==> config.mk <==
export PLATFORM = sky130hd
export DESIGN_NAME = lsa_top
export DESIGN_NICKNAME = d
export VERILOG_FILES = /design/src/rtl/lsa_pkg.sv /design/src/rtl/lsa_classify.sv /design/src/rtl/lsa_lanes.sv /design/src/rtl/lsa_seq.sv /design/src/rtl/lsa_top.sv
export SDC_FILE = /design/constraint.sdc
export NUM_CORES = 1
export LEC_CHECK = 0
export CORE_MARGIN = 1
export CORE_UTILIZATION = 50
export CTS_BUF_LIST = sky130_fd_sc_hd__clkbuf_4 sky130_fd_sc_hd__clkbuf_8
export DETAILED_ROUTE_END_ITERATION = 10
export PLACE_DENSITY_LB_ADDON = 0.25
export SYNTH_ARGS = -nofsm -noshare
export SYNTH_HDL_FRONTEND = slang
export SYNTH_SLANG_ARGS = --single-unit
==> constraint.sdc <==
create_clock -name clk -period 2.3 [get_ports clk]
set_input_delay 0.345 -clock clk [delete_from_list [all_inputs] [get_ports clk]]
set_output_delay 0.345 -clock clk [all_outputs]
set_load 0.01 [all_outputs]
==> src/rtl/lsa_pkg.sv <==
package lsa_pkg;

    localparam int LANES  = 4;
    localparam int LANE_W = 8;
    localparam int WORD_W = LANES * LANE_W;
    localparam int OFF_W  = $clog2(LANES);
    localparam int LB_W   = $clog2(LANE_W);
    localparam int SH_W   = $clog2(2 * WORD_W);

    typedef enum logic [1:0] {
        SZ_BYTE     = 2'b00,
        SZ_HALF     = 2'b01,
        SZ_WORD     = 2'b10,
        SZ_WORD_ALT = 2'b11
    } size_e;

    typedef enum logic [1:0] {
        POL_CLIP     = 2'b00,
        POL_TRAP     = 2'b01,
        POL_STITCH   = 2'b10,
        POL_TRAP_ALT = 2'b11
    } policy_e;

    typedef enum logic [1:0] {
        ST_IDLE,
        ST_FIRST,
        ST_SECOND,
        ST_RESP
    } seq_st_e;

    typedef struct packed {
        logic             fault;
        logic             split;
        logic [OFF_W-1:0] off;
    } plan_t;

    function automatic logic [OFF_W:0] size_bytes(size_e s);
        case (s)
            SZ_BYTE: return (OFF_W+1)'(1);
            SZ_HALF: return (OFF_W+1)'(2);
            default: return (OFF_W+1)'(LANES);
        endcase
    endfunction

    function automatic logic [LANES-1:0] size_mask(size_e s);
        case (s)
            SZ_BYTE: return LANES'(1);
            SZ_HALF: return LANES'(3);
            default: return {LANES{1'b1}};
        endcase
    endfunction

    // Offset bits that survive clipping for a given size.
    function automatic logic [OFF_W-1:0] keep_mask(size_e s);
        return ~OFF_W'(size_bytes(s) - (OFF_W+1)'(1));
    endfunction

endpackage

==> src/rtl/lsa_classify.sv <==
module lsa_classify
    import lsa_pkg::*;
(
    input  size_e            size,
    input  policy_e          pol,
    input  logic [OFF_W-1:0] low,
    output plan_t            plan
);

    logic [OFF_W-1:0] keep;
    logic             misal;
    logic [OFF_W:0]   last_pos;
    logic             crosses;

    always_comb begin
        keep     = keep_mask(size);
        misal    = (low & ~keep) != '0;
        last_pos = {1'b0, low} + size_bytes(size) - (OFF_W+1)'(1);
        crosses  = last_pos[OFF_W];
        plan     = '0;
        case (pol)
            POL_CLIP: begin
                plan.off = low & keep;
            end
            POL_STITCH: begin
                plan.off   = low;
                plan.split = misal && crosses;
            end
            default: begin
                plan.off   = low;
                plan.fault = misal;
            end
        endcase
    end

endmodule

==> src/rtl/lsa_lanes.sv <==
module lsa_lanes
    import lsa_pkg::*;
(
    input  size_e             size,
    input  logic [OFF_W-1:0]  off,
    input  logic              sgn,
    input  logic [WORD_W-1:0] wdata,
    input  logic [WORD_W-1:0] lo_word,
    input  logic [WORD_W-1:0] hi_word,
    output logic [LANES-1:0]  be_lo,
    output logic [LANES-1:0]  be_hi,
    output logic [WORD_W-1:0] wd_lo,
    output logic [WORD_W-1:0] wd_hi,
    output logic [WORD_W-1:0] ld_val
);

    logic [LANES-1:0]    m;
    logic [WORD_W-1:0]   wmask;
    logic [SH_W-1:0]     sh;
    logic [2*LANES-1:0]  be2;
    logic [2*WORD_W-1:0] wd2;
    logic [2*WORD_W-1:0] win;
    logic [WORD_W-1:0]   raw;
    logic                sbit;

    always_comb begin
        m = size_mask(size);
        for (int l = 0; l < LANES; l++) begin
            wmask[l*LANE_W +: LANE_W] = {LANE_W{m[l]}};
        end
        sh  = SH_W'(off) << LB_W;
        // store side: lanes across a two-word window
        be2 = {{LANES{1'b0}}, m} << off;
        wd2 = {{WORD_W{1'b0}}, wdata & wmask} << sh;
        be_lo = be2[LANES-1:0];
        be_hi = be2[2*LANES-1:LANES];
        wd_lo = wd2[WORD_W-1:0];
        wd_hi = wd2[2*WORD_W-1:WORD_W];
        // load side: slide the window down to lane 0, then extend
        win = {hi_word, lo_word} >> sh;
        raw = win[WORD_W-1:0];
        case (size)
            SZ_BYTE: sbit = raw[LANE_W-1];
            SZ_HALF: sbit = raw[2*LANE_W-1];
            default: sbit = raw[WORD_W-1];
        endcase
        ld_val = (raw & wmask) | ((sgn && sbit) ? ~wmask : '0);
    end

endmodule

==> src/rtl/lsa_seq.sv <==
module lsa_seq
    import lsa_pkg::*;
(
    input  logic clk,
    input  logic rst,
    input  logic req_valid,
    input  logic in_fault,
    input  logic cur_split,
    input  logic mem_ready,
    output logic req_ready,
    output logic accept,
    output logic mem_valid,
    output logic beat_hi,
    output logic lo_cap,
    output logic fin,
    output logic done
);

    seq_st_e st, st_nx;

    always_comb begin
        req_ready = (st == ST_IDLE) || (st == ST_RESP);
        accept    = req_ready && req_valid;
        mem_valid = (st == ST_FIRST) || (st == ST_SECOND);
        beat_hi   = (st == ST_SECOND);
        lo_cap    = (st == ST_FIRST) && mem_ready && cur_split;
        fin       = mem_valid && mem_ready && (beat_hi || !cur_split);
        done      = (st == ST_RESP);
        st_nx     = st;
        case (st)
            ST_FIRST:  if (mem_ready) st_nx = cur_split ? ST_SECOND : ST_RESP;
            ST_SECOND: if (mem_ready) st_nx = ST_RESP;
            default: begin
                if (accept) st_nx = in_fault ? ST_RESP : ST_FIRST;
                else        st_nx = ST_IDLE;
            end
        endcase
    end

    always_ff @(posedge clk) begin
        if (rst) st <= ST_IDLE;
        else     st <= st_nx;
    end

    // the upper beat is only entered after the lower beat completed
    a_r5_second_follows_first: assert property (@(posedge clk) disable iff (rst)
        $rose(beat_hi) |-> $past(mem_valid && mem_ready && !beat_hi));

endmodule

==> src/rtl/lsa_top.sv <==
module lsa_top
    import lsa_pkg::*;
#(
    parameter int ADDR_W = 32
) (
    input  logic              clk,
    input  logic              rst,
    input  logic              req_valid,
    output logic              req_ready,
    input  logic [ADDR_W-1:0] req_addr,
    input  logic [1:0]        req_size,
    input  logic              req_write,
    input  logic              req_signed,
    input  logic [31:0]       req_wdata,
    input  logic [1:0]        policy,
    output logic              mem_valid,
    output logic [ADDR_W-1:0] mem_addr,
    output logic              mem_write,
    output logic [3:0]        mem_be,
    output logic [31:0]       mem_wdata,
    input  logic              mem_ready,
    input  logic [31:0]       mem_rdata,
    output logic              done,
    output logic              fault,
    output logic [31:0]       rdata
);

    localparam int IDX_W = ADDR_W - OFF_W;

    size_e   in_size;
    policy_e in_pol;
    plan_t   in_plan;

    logic [IDX_W-1:0]  widx_q;
    size_e             size_q;
    logic              wr_q, sgn_q;
    logic [WORD_W-1:0] wdata_q, lo_q, rdata_q;
    plan_t             plan_q;

    logic accept, beat_hi, lo_cap, fin;
    logic [LANES-1:0]  be_lo, be_hi;
    logic [WORD_W-1:0] wd_lo, wd_hi, ld_val, lo_in, hi_in;

    assign in_size = size_e'(req_size);
    assign in_pol  = policy_e'(policy);

    lsa_classify u_cls (
        .size (in_size),
        .pol  (in_pol),
        .low  (req_addr[OFF_W-1:0]),
        .plan (in_plan)
    );

    lsa_seq u_seq (
        .clk       (clk),
        .rst       (rst),
        .req_valid (req_valid),
        .in_fault  (in_plan.fault),
        .cur_split (plan_q.split),
        .mem_ready (mem_ready),
        .req_ready (req_ready),
        .accept    (accept),
        .mem_valid (mem_valid),
        .beat_hi   (beat_hi),
        .lo_cap    (lo_cap),
        .fin       (fin),
        .done      (done)
    );

    assign lo_in = plan_q.split ? lo_q : mem_rdata;
    assign hi_in = plan_q.split ? mem_rdata : '0;

    lsa_lanes u_lanes (
        .size    (size_q),
        .off     (plan_q.off),
        .sgn     (sgn_q),
        .wdata   (wdata_q),
        .lo_word (lo_in),
        .hi_word (hi_in),
        .be_lo   (be_lo),
        .be_hi   (be_hi),
        .wd_lo   (wd_lo),
        .wd_hi   (wd_hi),
        .ld_val  (ld_val)
    );

    always_ff @(posedge clk) begin
        if (rst) begin
            widx_q  <= '0;
            size_q  <= SZ_BYTE;
            wr_q    <= 1'b0;
            sgn_q   <= 1'b0;
            wdata_q <= '0;
            plan_q  <= '0;
            lo_q    <= '0;
            rdata_q <= '0;
        end else begin
            if (accept) begin
                widx_q  <= req_addr[ADDR_W-1:OFF_W];
                size_q  <= in_size;
                wr_q    <= req_write;
                sgn_q   <= req_signed;
                wdata_q <= req_wdata;
                plan_q  <= in_plan;
                if (in_plan.fault) rdata_q <= '0;
            end
            if (lo_cap) lo_q <= mem_rdata;
            if (fin)    rdata_q <= wr_q ? '0 : ld_val;
        end
    end

    assign mem_addr  = {widx_q + {{(IDX_W-1){1'b0}}, beat_hi}, {OFF_W{1'b0}}};
    assign mem_write = wr_q;
    assign mem_be    = beat_hi ? be_hi : be_lo;
    assign mem_wdata = beat_hi ? wd_hi : wd_lo;
    assign fault     = done && plan_q.fault;
    assign rdata     = rdata_q;

    // byte requests are never trapped or split
    a_r1_byte_single: assert property (@(posedge clk) disable iff (rst)
        (req_valid && in_size == SZ_BYTE) |-> (!in_plan.fault && !in_plan.split));

    // a trapped request never reaches memory
    a_r4_trap_no_beat: assert property (@(posedge clk) disable iff (rst)
        mem_valid |-> !plan_q.fault);

    // the second beat addresses the following word
    a_r5_next_word: assert property (@(posedge clk) disable iff (rst)
        $rose(beat_hi) |-> (mem_addr == $past(mem_addr) + ADDR_W'(LANES)));

    // a single-beat access enables exactly its own bytes
    a_r8_be_count: assert property (@(posedge clk) disable iff (rst)
        (mem_valid && !plan_q.split) |-> ($countones(mem_be) == int'(size_bytes(size_q))));

    // a non-fault completion follows the final beat handshake
    a_r9_done_after_beat: assert property (@(posedge clk) disable iff (rst)
        (done && !fault) |-> $past(fin));

    // a stalled beat keeps its request stable
    a_r10_hold: assert property (@(posedge clk) disable iff (rst)
        (mem_valid && !mem_ready) |=> (mem_valid && $stable(mem_addr)
                                       && $stable(mem_be) && $stable(mem_wdata)));

endmodule

=== Word level (Yosys, flattened, before mapping) ===
Cells that the tools add are included.

* Add/subtract/negate cells: 4
* Equal/unequal tests: 8
* Shifts and indexed selects: 3
* Multiplexer cells: 21
* Bitwise operators: 8
* Reduce and logical (&&, ||, !) cells: 22

{| class="wikitable"
|+ Operator list
! kind !! count
|-
| 32-bit 2-to-1 mux || 8
|-
| 32-bit bitwise AND || 2
|-
| 32-bit by 5-bit << shifter with 64-bit output || 1
|-
| 64-bit by 5-bit >> shifter with 32-bit output || 1
|-
| 32-bit inverter || 1
|-
| 32-bit OR || 1
|-
| 30-bit by 1-bit adder with 30-bit output || 1
|-
| 2-bit 2-to-1 mux || 5
|-
| 1-bit logical AND || 8
|-
| 2-bit zero test || 4
|-
| 4-bit case mux with 2 select lines || 1
|-
| 4-bit by 2-bit << shifter with 8-bit output || 1
|-
| 2-bit by 1-bit == test with 1-bit output (second input constant) || 3
|-
| 2-bit == test (second input constant) || 3
|-
| 3-bit case mux with 2 select lines || 1
|-
| 2-bit nonzero test || 3
|-
| 2-bit bitwise AND || 2
|-
| 4-bit 2-to-1 mux || 1
|-
| 2-bit inequality test (second input constant) || 2
|-
| 2-bit inverter || 2
|-
| 2-bit case mux with 2 select lines || 1
|-
| 2-bit AND reduction || 2
|-
| 2-bit by 3-bit adder with 3-bit output || 1
|-
| 1-bit logical OR || 3
|-
| 6 further kinds || 8
|}

* Bits in registers: 136
* Bits of input ports: 106
* Output and inout port bits: 105
* Word-level logic and storage cells: 77

=== Logic depth before layout (Yosys ltp) ===
Gate-level depths: netlist of run 1.

* Depth in word-level cells: 11
* Depth in mapped cells: 9
* Depth with buffers taken out: 9

=== Hierarchy ===
Synthesis of run 1 repeated with hierarchy kept, for this count alone.

* Cells, all modules: 938
* Area, all modules: 8584.5 sq um

{| class="wikitable"
|+ By module, submodules not included
! module !! times used !! cells an instance !! area each (sq um)
|-
| lsa_top || 1 || 641 || 6251.0
|-
| lsa_lanes || 1 || 255 || 2023.2
|-
| lsa_seq || 1 || 24 || 196.4
|-
| lsa_classify || 1 || 18 || 113.9
|}

=== Least setup slack after synthesis of run 1 ===
No wires, ideal clock.

* Path type: register -> output
* Start: reg u_seq.st[0]
* End: out mem_wdata[0]
* Arrival time: 1.859 ns
* Required time: 1.955 ns
* Setup slack: 0.096 ns
* Stages on the path, launching flop included: 9
* Path buffers: 2
* Path through: dfxtp_1 inv_1 ha_1 clkbuf_1 or2_2 clkbuf_1 nor2_1 a22oi_1 o21ai_0

* Longest elaborated chain between the ends: 2

{| class="wikitable"
|+ Ends and longest elaborated chain
! item !! line !! RTL
|-
| from (decl) || lsa_seq.sv:19 || <nowiki>seq_st_e st, st_nx;</nowiki>
|-
| from (signal assigned) || lsa_seq.sv:42 || <nowiki>else st <= st_nx;</nowiki>
|-
| 2-bit == test || lsa_seq.sv:25 || <nowiki>beat_hi = (st == ST_SECOND);</nowiki>
|-
| 32-bit 2-to-1 mux || lsa_top.sv:115 || <nowiki>assign mem_wdata = beat_hi ? wd_hi : wd_lo;</nowiki>
|-
| to (decl) || lsa_top.sv:20 || <nowiki>output logic [31:0] mem_wdata,</nowiki>
|}

No other way between the ends.

=== Worst setup path after layout of run 1 ===
* Start: reg u_seq.st[0]
* End: out mem_addr[28]

* Longest elaborated chain between the ends: 2

{| class="wikitable"
|+ Ends and longest elaborated chain
! item !! line !! RTL
|-
| 2-bit == test || lsa_seq.sv:25 ||
|-
| 30-bit by 1-bit adder with 30-bit output || lsa_top.sv:112 || <nowiki>assign mem_addr = {widx_q + {{(IDX_W-1){1'b0}}, beat_hi}, {OFF_W{1'b0}}};</nowiki>
|-
| to (decl) || lsa_top.sv:17 || <nowiki>output logic [ADDR_W-1:0] mem_addr,</nowiki>
|}

No other way between the ends.

==> flow_summary.yaml, run 1 <==
power_and_ir_drop:
  p_leak_nw: 4.148
  clkPwrFrac_pct: 23.5
  p_comb_share_pct: 43.2
  powerDensity_nw_per_um2: 840.8
  seqPwrFrac_pct: 33.3
  peakVddDrop_mv: 0.4347
  swShare_pct: 39.33
  p_int_mw: 5.489
  total_power_mw: 9.046
  p_sw_mw: 3.558
drt:
  drc: 0
  antenna_left: 0
  wl_um: 25440
  top_layer: "met4"
  wl_met2_um: 11570
  drt-met1-wl_um: 11150
  routed-wl-met3_um: 2107
  drt_iter0_drc: 875
  vias_per_cell: 5.827
  firstDrtPassIters: 6
  vias: 8268
  routedWlPerCell_um: 17.93
status:
  violations: "setup timing"
  status: "finished, violations left"
logic_synthesis:
  synth_ff_type: "dfxtp_1"
  synth_top_cells_by_count: "nand2_1, dfxtp_1, a21oi_1, o21ai_0, clkbuf_1"
  ys_warn_count: 0
  syn_area_per_cell_um2: 7.682
  yosys.area.top_type_share_pct: 36.39
  syn_inst: 974
  ys_ff_latch: 136
  synth_area_um2: 7482
  synth_area_leaders: "dfxtp_1, nand2_1, a21oi_1"
  synth_area_leader_cell: "dfxtp_1"
  synthArstFlopShare_pct: 0
  synth.distinct_cells: 49
  yosysMostFrequentCell: "nand2_1"
  synth_seq_area_share_pct: 36.39
  synth-edff-count: 0
timing:
  tightest_slew_ps: 754.1
  rsz0062_at_grt: "true"
  setup_ws_ps: -319.2
  final.period_utilization_pct: 113.9
  hold_ws_ps: 266.6
  slew_violations: 0
  maxSlewHeadroom_pct: 49.73
  final-setup-viol-count: 51
  fin_crit_ps: 2619
  fmax_mhz: 381.8
  hold_viol_final: 0
  clock_skew_ps: 13.71
critical_path:
  critPathMaxFanout: 5
  reg2reg_slack_ps: 160
  worstPathArrival_ps: 2270
  cp-end-kind: "primary output"
  criticalPathCategory: "reg -> out"
  cp_data_required_time_ps: 1960
  startpoint_type: "flip-flop"
grt:
  grt_max_degree: 72
  grt-ovfl-total: 0
  grt_pass1_wl_um: 40110
  gr-usage-all-layers_pct: 32.21
  first_global_vias: 7665
  antenna_found_initial: 0
clocking:
  clock_path_buffers: 2
  clock_latency_ps: 470
  cts_sinks: 136
  root_buffer: "clkbuf_8"
  cts_tree: "yes"
  clkTransAtPathRegs_ps: 90
  numCtsBuffers: 17
  cts_max_level: 4
finish:
  postLayoutCoreUtil_pct: 73.75
  drive_gt1_share_pct: 21.94
  nNetsFinal: 1334
  diodes: 0
  area_delta_synth_final_pct: 43.80
job:
  maxCapViolCount: 0
placed_design:
  gp_congestion: 0.9041
  dp_hpwl_um: 17460
  port-buffer-count: 208
die:
  ioPinCount: 211
  start_util_pct: 51.29
  die_x_um: 124.3
  rows: 44
  dieArea_um2: 15460
  core_area_um2: 14590
  floorplan.die.height_um: 124.3
worst_hold_path:
  hp-class: "in -> reg"
[routing by layer]
metal | GRT usage, % | vias to the layer above
met2 | 50.21 | 460
li1 | - | 3919
met3 | 5.455 | 52
met5 | 0 | -
met1 | 44.60 | 3837
met4 | 11.76 | 0
[power groups by stage]
| stage | sequential, mW | combinational, mW | clock [mW] |
|---|---|---|---|
| CTS | 2.99 | 3.82 | 2.13 |
| detailed placement | 3.02 | 3.74 | 0 |
| finish | 3.01 | 3.91 | 2.13 |
| global route | 3.05 | 4.19 | 2.23 |
| floorplan | 3.00 | 2.00 | 0 |
| global placement | 3.02 | 3.67 | 0 |
[metrics by stage]
stage                     setup TNS [ps]  cell area [um^2]  setup WS, ps  std cells
final                              -6661             10760        -319.2       1419
after global placement             -4860             10120        -355.4       1369
after CTS                          -3685             10670        -237.1       1413
after floorplan                        0              7486         95.89        975
after detailed placement           -6196             10120        -397.9       1369
after global routing              -10960             10760        -384.1       1419
[cells by family after synthesis]
kind of cell,count (synthesis),share of synthesized area (%)
buffers and inverters,87,4.900
other,1,0.05012
adder cells (fa/ha/maj),6,1.003
AND/OR/NAND/NOR,372,20.92
multiplexers,64,10.50
AO/OA/AOI/OAI,280,22.96
XOR/XNOR,28,3.278
flip-flops,136,36.39
[placed cells by master, fill, tap and decap left out, types with 5 or more instances in the layout]
master and count:
buf_6 8, o21ai_1 10, dlygate4sd2_1 10, buf_2 39
clkbuf_8 19, clkdlybuf4s50_1 142, xnor2_1 18, xor2_1 9
clkbuf_2 6, inv_1 13, mux4_2 8, buf_4 75
buf_12 8, a22oi_2 5, o21ai_0 47, a21oi_1 120
a32oi_1 8, o22ai_1 10, clkdlybuf4s15_1 6, mux2i_1 20
nand4_1 8, nand3_1 17, o2bb2ai_1 8, o31ai_1 15
dfxtp_1 130, nor2_1 41, a22o_1 9, a32o_1 7
a22oi_1 19, mux2_2 36, a221oi_1 7, nand2_1 257
and3_1 7
[worst max-delay path: stages, from the launching register on]
cell,delay (ps)
dfxtp_2,340
inv_2,70
ha_4,150
ha_4,150
ha_4,140
nand2_4,70
nor2_4,190
buf_12,150
nand4_1,140
xnor2_1,240
buf_2,170
[layout make-up]
type	count	area [um^2]
Timing Repair Buffer	301	2709
Sequential cell	136	2735
Multi-Input combinational cell	752	4612
Fill cell	1121	3830
Clock buffer	19	261.5
Clock inverter	13	158.9
Inverter	14	52.55
Tap cell	184	230.2
[final timing paths]
path | from | endpoint | cells past startpoint
worst max-delay path | u_seq.st[0]$_SDFFE_PP0P_ | mem_addr[28] | 10
worst min-delay path | rst | u_seq.st[1]$_SDFFE_PP0P_ | 4
worst max register to register | u_seq.st[0]$_SDFFE_PP0P_ | rdata[16]$_SDFFE_PP0P_ | 7
worst min register to register | lo_q[0]$_SDFFE_PP0P_ | lo_q[0]$_SDFFE_PP0P_ | 2
[sequential cells by signal, summed over array words and instances, names as in the netlist, 2 cells and up]
name,cells
lo_q,32
rdata,32
size_q,2
u_seq.st,2
plan_q,4
widx_q,30
wdata_q,32
[repair_timing]
action / in CTS / in global routing
gates resized for setup: 250 / 39
gates cloned: 1 / 1
endpoints found under the hold margin: 0 / 0
pin swaps: 18 / 12
hold buffers: 0 / 0
setup buffers: 11 / 6
endpoints found under the setup margin: 65 / 62
Power figures use the tool's default switching activity.
==> inputs of run 2 (changes only) <==
--- a/config.mk
+++ b/config.mk
@@ -9,6 +9,7 @@
 export CORE_UTILIZATION = 50
 export CTS_BUF_LIST = sky130_fd_sc_hd__clkbuf_4 sky130_fd_sc_hd__clkbuf_8
 export DETAILED_ROUTE_END_ITERATION = 10
+export HOLD_SLACK_MARGIN = 0.12
 export PLACE_DENSITY_LB_ADDON = 0.25
 export SYNTH_ARGS = -nofsm -noshare
 export SYNTH_HDL_FRONTEND = slang
==> results of run 2 <==
Same layout as run 1: the final DEF is identical, and so are final timing and power.
==> inputs of run 3 (changes only) <==
--- a/config.mk
+++ b/config.mk
@@ -5,8 +5,9 @@
 export SDC_FILE = /design/constraint.sdc
 export NUM_CORES = 1
 export LEC_CHECK = 0
+export CAP_MARGIN = 20
 export CORE_MARGIN = 1
-export CORE_UTILIZATION = 50
+export CORE_UTILIZATION = 54
 export CTS_BUF_LIST = sky130_fd_sc_hd__clkbuf_4 sky130_fd_sc_hd__clkbuf_8
 export DETAILED_ROUTE_END_ITERATION = 10
 export HOLD_SLACK_MARGIN = 0.12
==> constraint.sdc (replaced) <==
create_clock -name clk -period 3.18 [get_ports clk]
set_input_delay 0.477 -clock clk [delete_from_list [all_inputs] [get_ports clk]]
set_output_delay 0.477 -clock clk [all_outputs]
set_load 0.01 [all_outputs]
==> flow_summary.yaml, run 3 (same netlist as run 1, synthesis figures left out) <==
timing:
  rsz0062_at_grt: "true"
  fmax_mhz: 315.4
  slew_violations: 0
  final.period_utilization_pct: 99.71
  tightest_slew_ps: 1078
  hold_viol_final: 0
  maxSlewHeadroom_pct: 27.97
  setup_ws_ps: 9.202
  fin_crit_ps: 3171
  final-setup-viol-count: 0
  clock_skew_ps: 10.43
worst_hold_path:
  holdPathStages: 2
  worstHoldStart: "lo_q[19]$_SDFFE_PP0P_"
  hp-class: "reg -> reg"
  whs_endpoint: "lo_q[19]$_SDFFE_PP0P_"
grt:
  grt-ovfl-total: 0
  grt_pass1_wl_um: 37050
  antenna_found_initial: 0
  gr-usage-all-layers_pct: 32.86
  first_global_vias: 7096
  grt_max_degree: 75
finish:
  final_common_cell: "nand2_1"
  nNetsFinal: 1271
  final_cells: 1348
  diodes: 0
  area_delta_synth_final_pct: 37.01
  mostFrequentLayoutCells: "nand2_1, clkdlybuf4s50_1, dfxtp_1"
  n_fill_cell: 1002
  drive_gt1_share_pct: 11.60
die:
  core_area_um2: 13400
  ioPinCount: 211
  rows: 42
  dieArea_um2: 14330
  floorplan.die.height_um: 119.7
  start_util_pct: 55.84
  die_x_um: 119.7
status:
  status: "finished clean"
critical_path:
  slowest_stage: "clkdlybuf4s50_1"
  path_buf_inv: 1
  cp_top_family: "simple AND/OR/NAND/NOR gates"
  critPathMaxFanout: 4
  critPathMaxStageDelay_ps: 560
  path_cells: "ha_1, ha_2, nand3_4, nor3_2, nor3b_1, xnor2_1, clkdlybuf4s50_1"
  r2r_start: "plan_q[1]$_SDFFE_PP0P_"
  criticalPathCategory: "reg -> out"
  worstPathArrival_ps: 2690
  cp-end-kind: "primary output"
  worstRegToRegCells: 6
  r2r_end: "rdata[26]$_SDFFE_PP0P_"
  reg2reg_slack_ps: 500
  cp_data_required_time_ps: 2700
  startpoint_type: "flip-flop"
clocking:
  cts_max_level: 4
  clock_path_buffers: 2
  cts_sinks: 136
  clkTransAtPathRegs_ps: 80
  clock_latency_ps: 460
  cts_tree: "yes"
  numCtsBuffers: 17
  root_buffer: "clkbuf_8"
placed_design:
  dp_hpwl_um: 16610
  port-buffer-count: 208
  gp_congestion: 0.9290
  place_ws_ps: 250.2
  placed_cells: 1310
drt:
  vias_per_cell: 5.989
  drt_iter0_drc: 1289
  wl_um: 24190
  drc: 0
  routedWlPerCell_um: 17.95
  vias: 8073
  antenna_left: 0
  firstDrtPassIters: 5
power_and_ir_drop:
  powerDensity_nw_per_um2: 601.0
  p_leak_nw: 3.926
  total_power_mw: 6.161
  peakVddDrop_mv: 0.3490
job:
  maxCapViolCount: 0
[run 3: changes by cell type in the layout (fill, tap and decap cells not counted), moves of 6 or more]
cell	previous run	this run
buf_12	8	2
buf_2	39	0
buf_4	75	29
buf_6	8	0
clkbuf_2	6	0
clkdlybuf4s15_1	6	0
clkdlybuf4s50_1	142	188
dlygate4sd2_1	10	0
dlymetal6s2s_1	1	19
o21ai_0	47	59
o21ai_1	10	0
[run 3: report_power, final]
group          switching, mW  leakage (nW)  internal (mW)
Combinational           1.44          2.63           1.11
Sequential             0.263          1.11           1.95
Clock                  0.751         0.191          0.655
[run 3: timing repair]
| item | 4_1_cts | 5_1_grt |
|---|---|---|
| setup buffers | 0 | 6 |
| pin swaps | 0 | 4 |
| gates resized for setup | 6 | 34 |
| hold buffers | 0 | 0 |
| endpoints found under the setup margin | 34 | 42 |
[run 3: worst register-to-register path: stages (launching register included)]
cell	delay, ps
dfxtp_1	430
buf_4	260
nor2_1	820
a22o_1	330
nor3_2	90
o2111ai_4	440
o21ai_0	180
[run 3: metal layers]
metal  wire, um  global-route usage, %
met1      10010                  45.82
met2      10680                  48.63
met3       2843                  8.650
met4        657                  11.80
met5          0                      0
[run 3: area by class of cell]
type / instances / area [um^2] / share of cell area [%]
clock buffers: 18 / 247.7 / 2.417
well taps: 176 / 220.2 / 2.148
multi-input cells: 752 / 4482 / 43.72
inverters: 14 / 56.30 / 0.5492
repair buffers: 238 / 2377 / 23.19
flip-flops and latches: 136 / 2726 / 26.60
clock inverters: 14 / 141.4 / 1.379
[run 3: through the flow]
step           utilization [%]  hold WS [ps]  TNS [ps]  cell area, um^2
2_1_floorplan                -         431.7         0             7486
3_3_place_gp             72.30         435.3         0             9688
3_5_place_dp             72.30         443.5         0             9688
4_1_cts                  75.33         456.5    -801.9            10090
5_1_grt                  76.50         470.1    -373.3            10250
6_report                 76.50         455.9         0            10250
[run 3: worst max path at each step]
stage,endpoint,slack [ps],startpoint,cells after the start
5_1_grt,mem_addr[19],-140,widx_q[6]$_SDFFE_PP0P_,5
3_5_place_dp,mem_addr[30],250,u_seq.st[0]$_SDFFE_PP0P_,10
6_report,mem_addr[19],9,u_seq.st[1]$_SDFFE_PP0P_,7
3_3_place_gp,mem_addr[30],340,u_seq.st[0]$_SDFFE_PP0P_,10
4_1_cts,mem_addr[31],-120,u_seq.st[0]$_SDFFE_PP0P_,9
2_1_floorplan,mem_wdata[0],840,u_seq.st[0]$_SDFFE_PP0P_,8
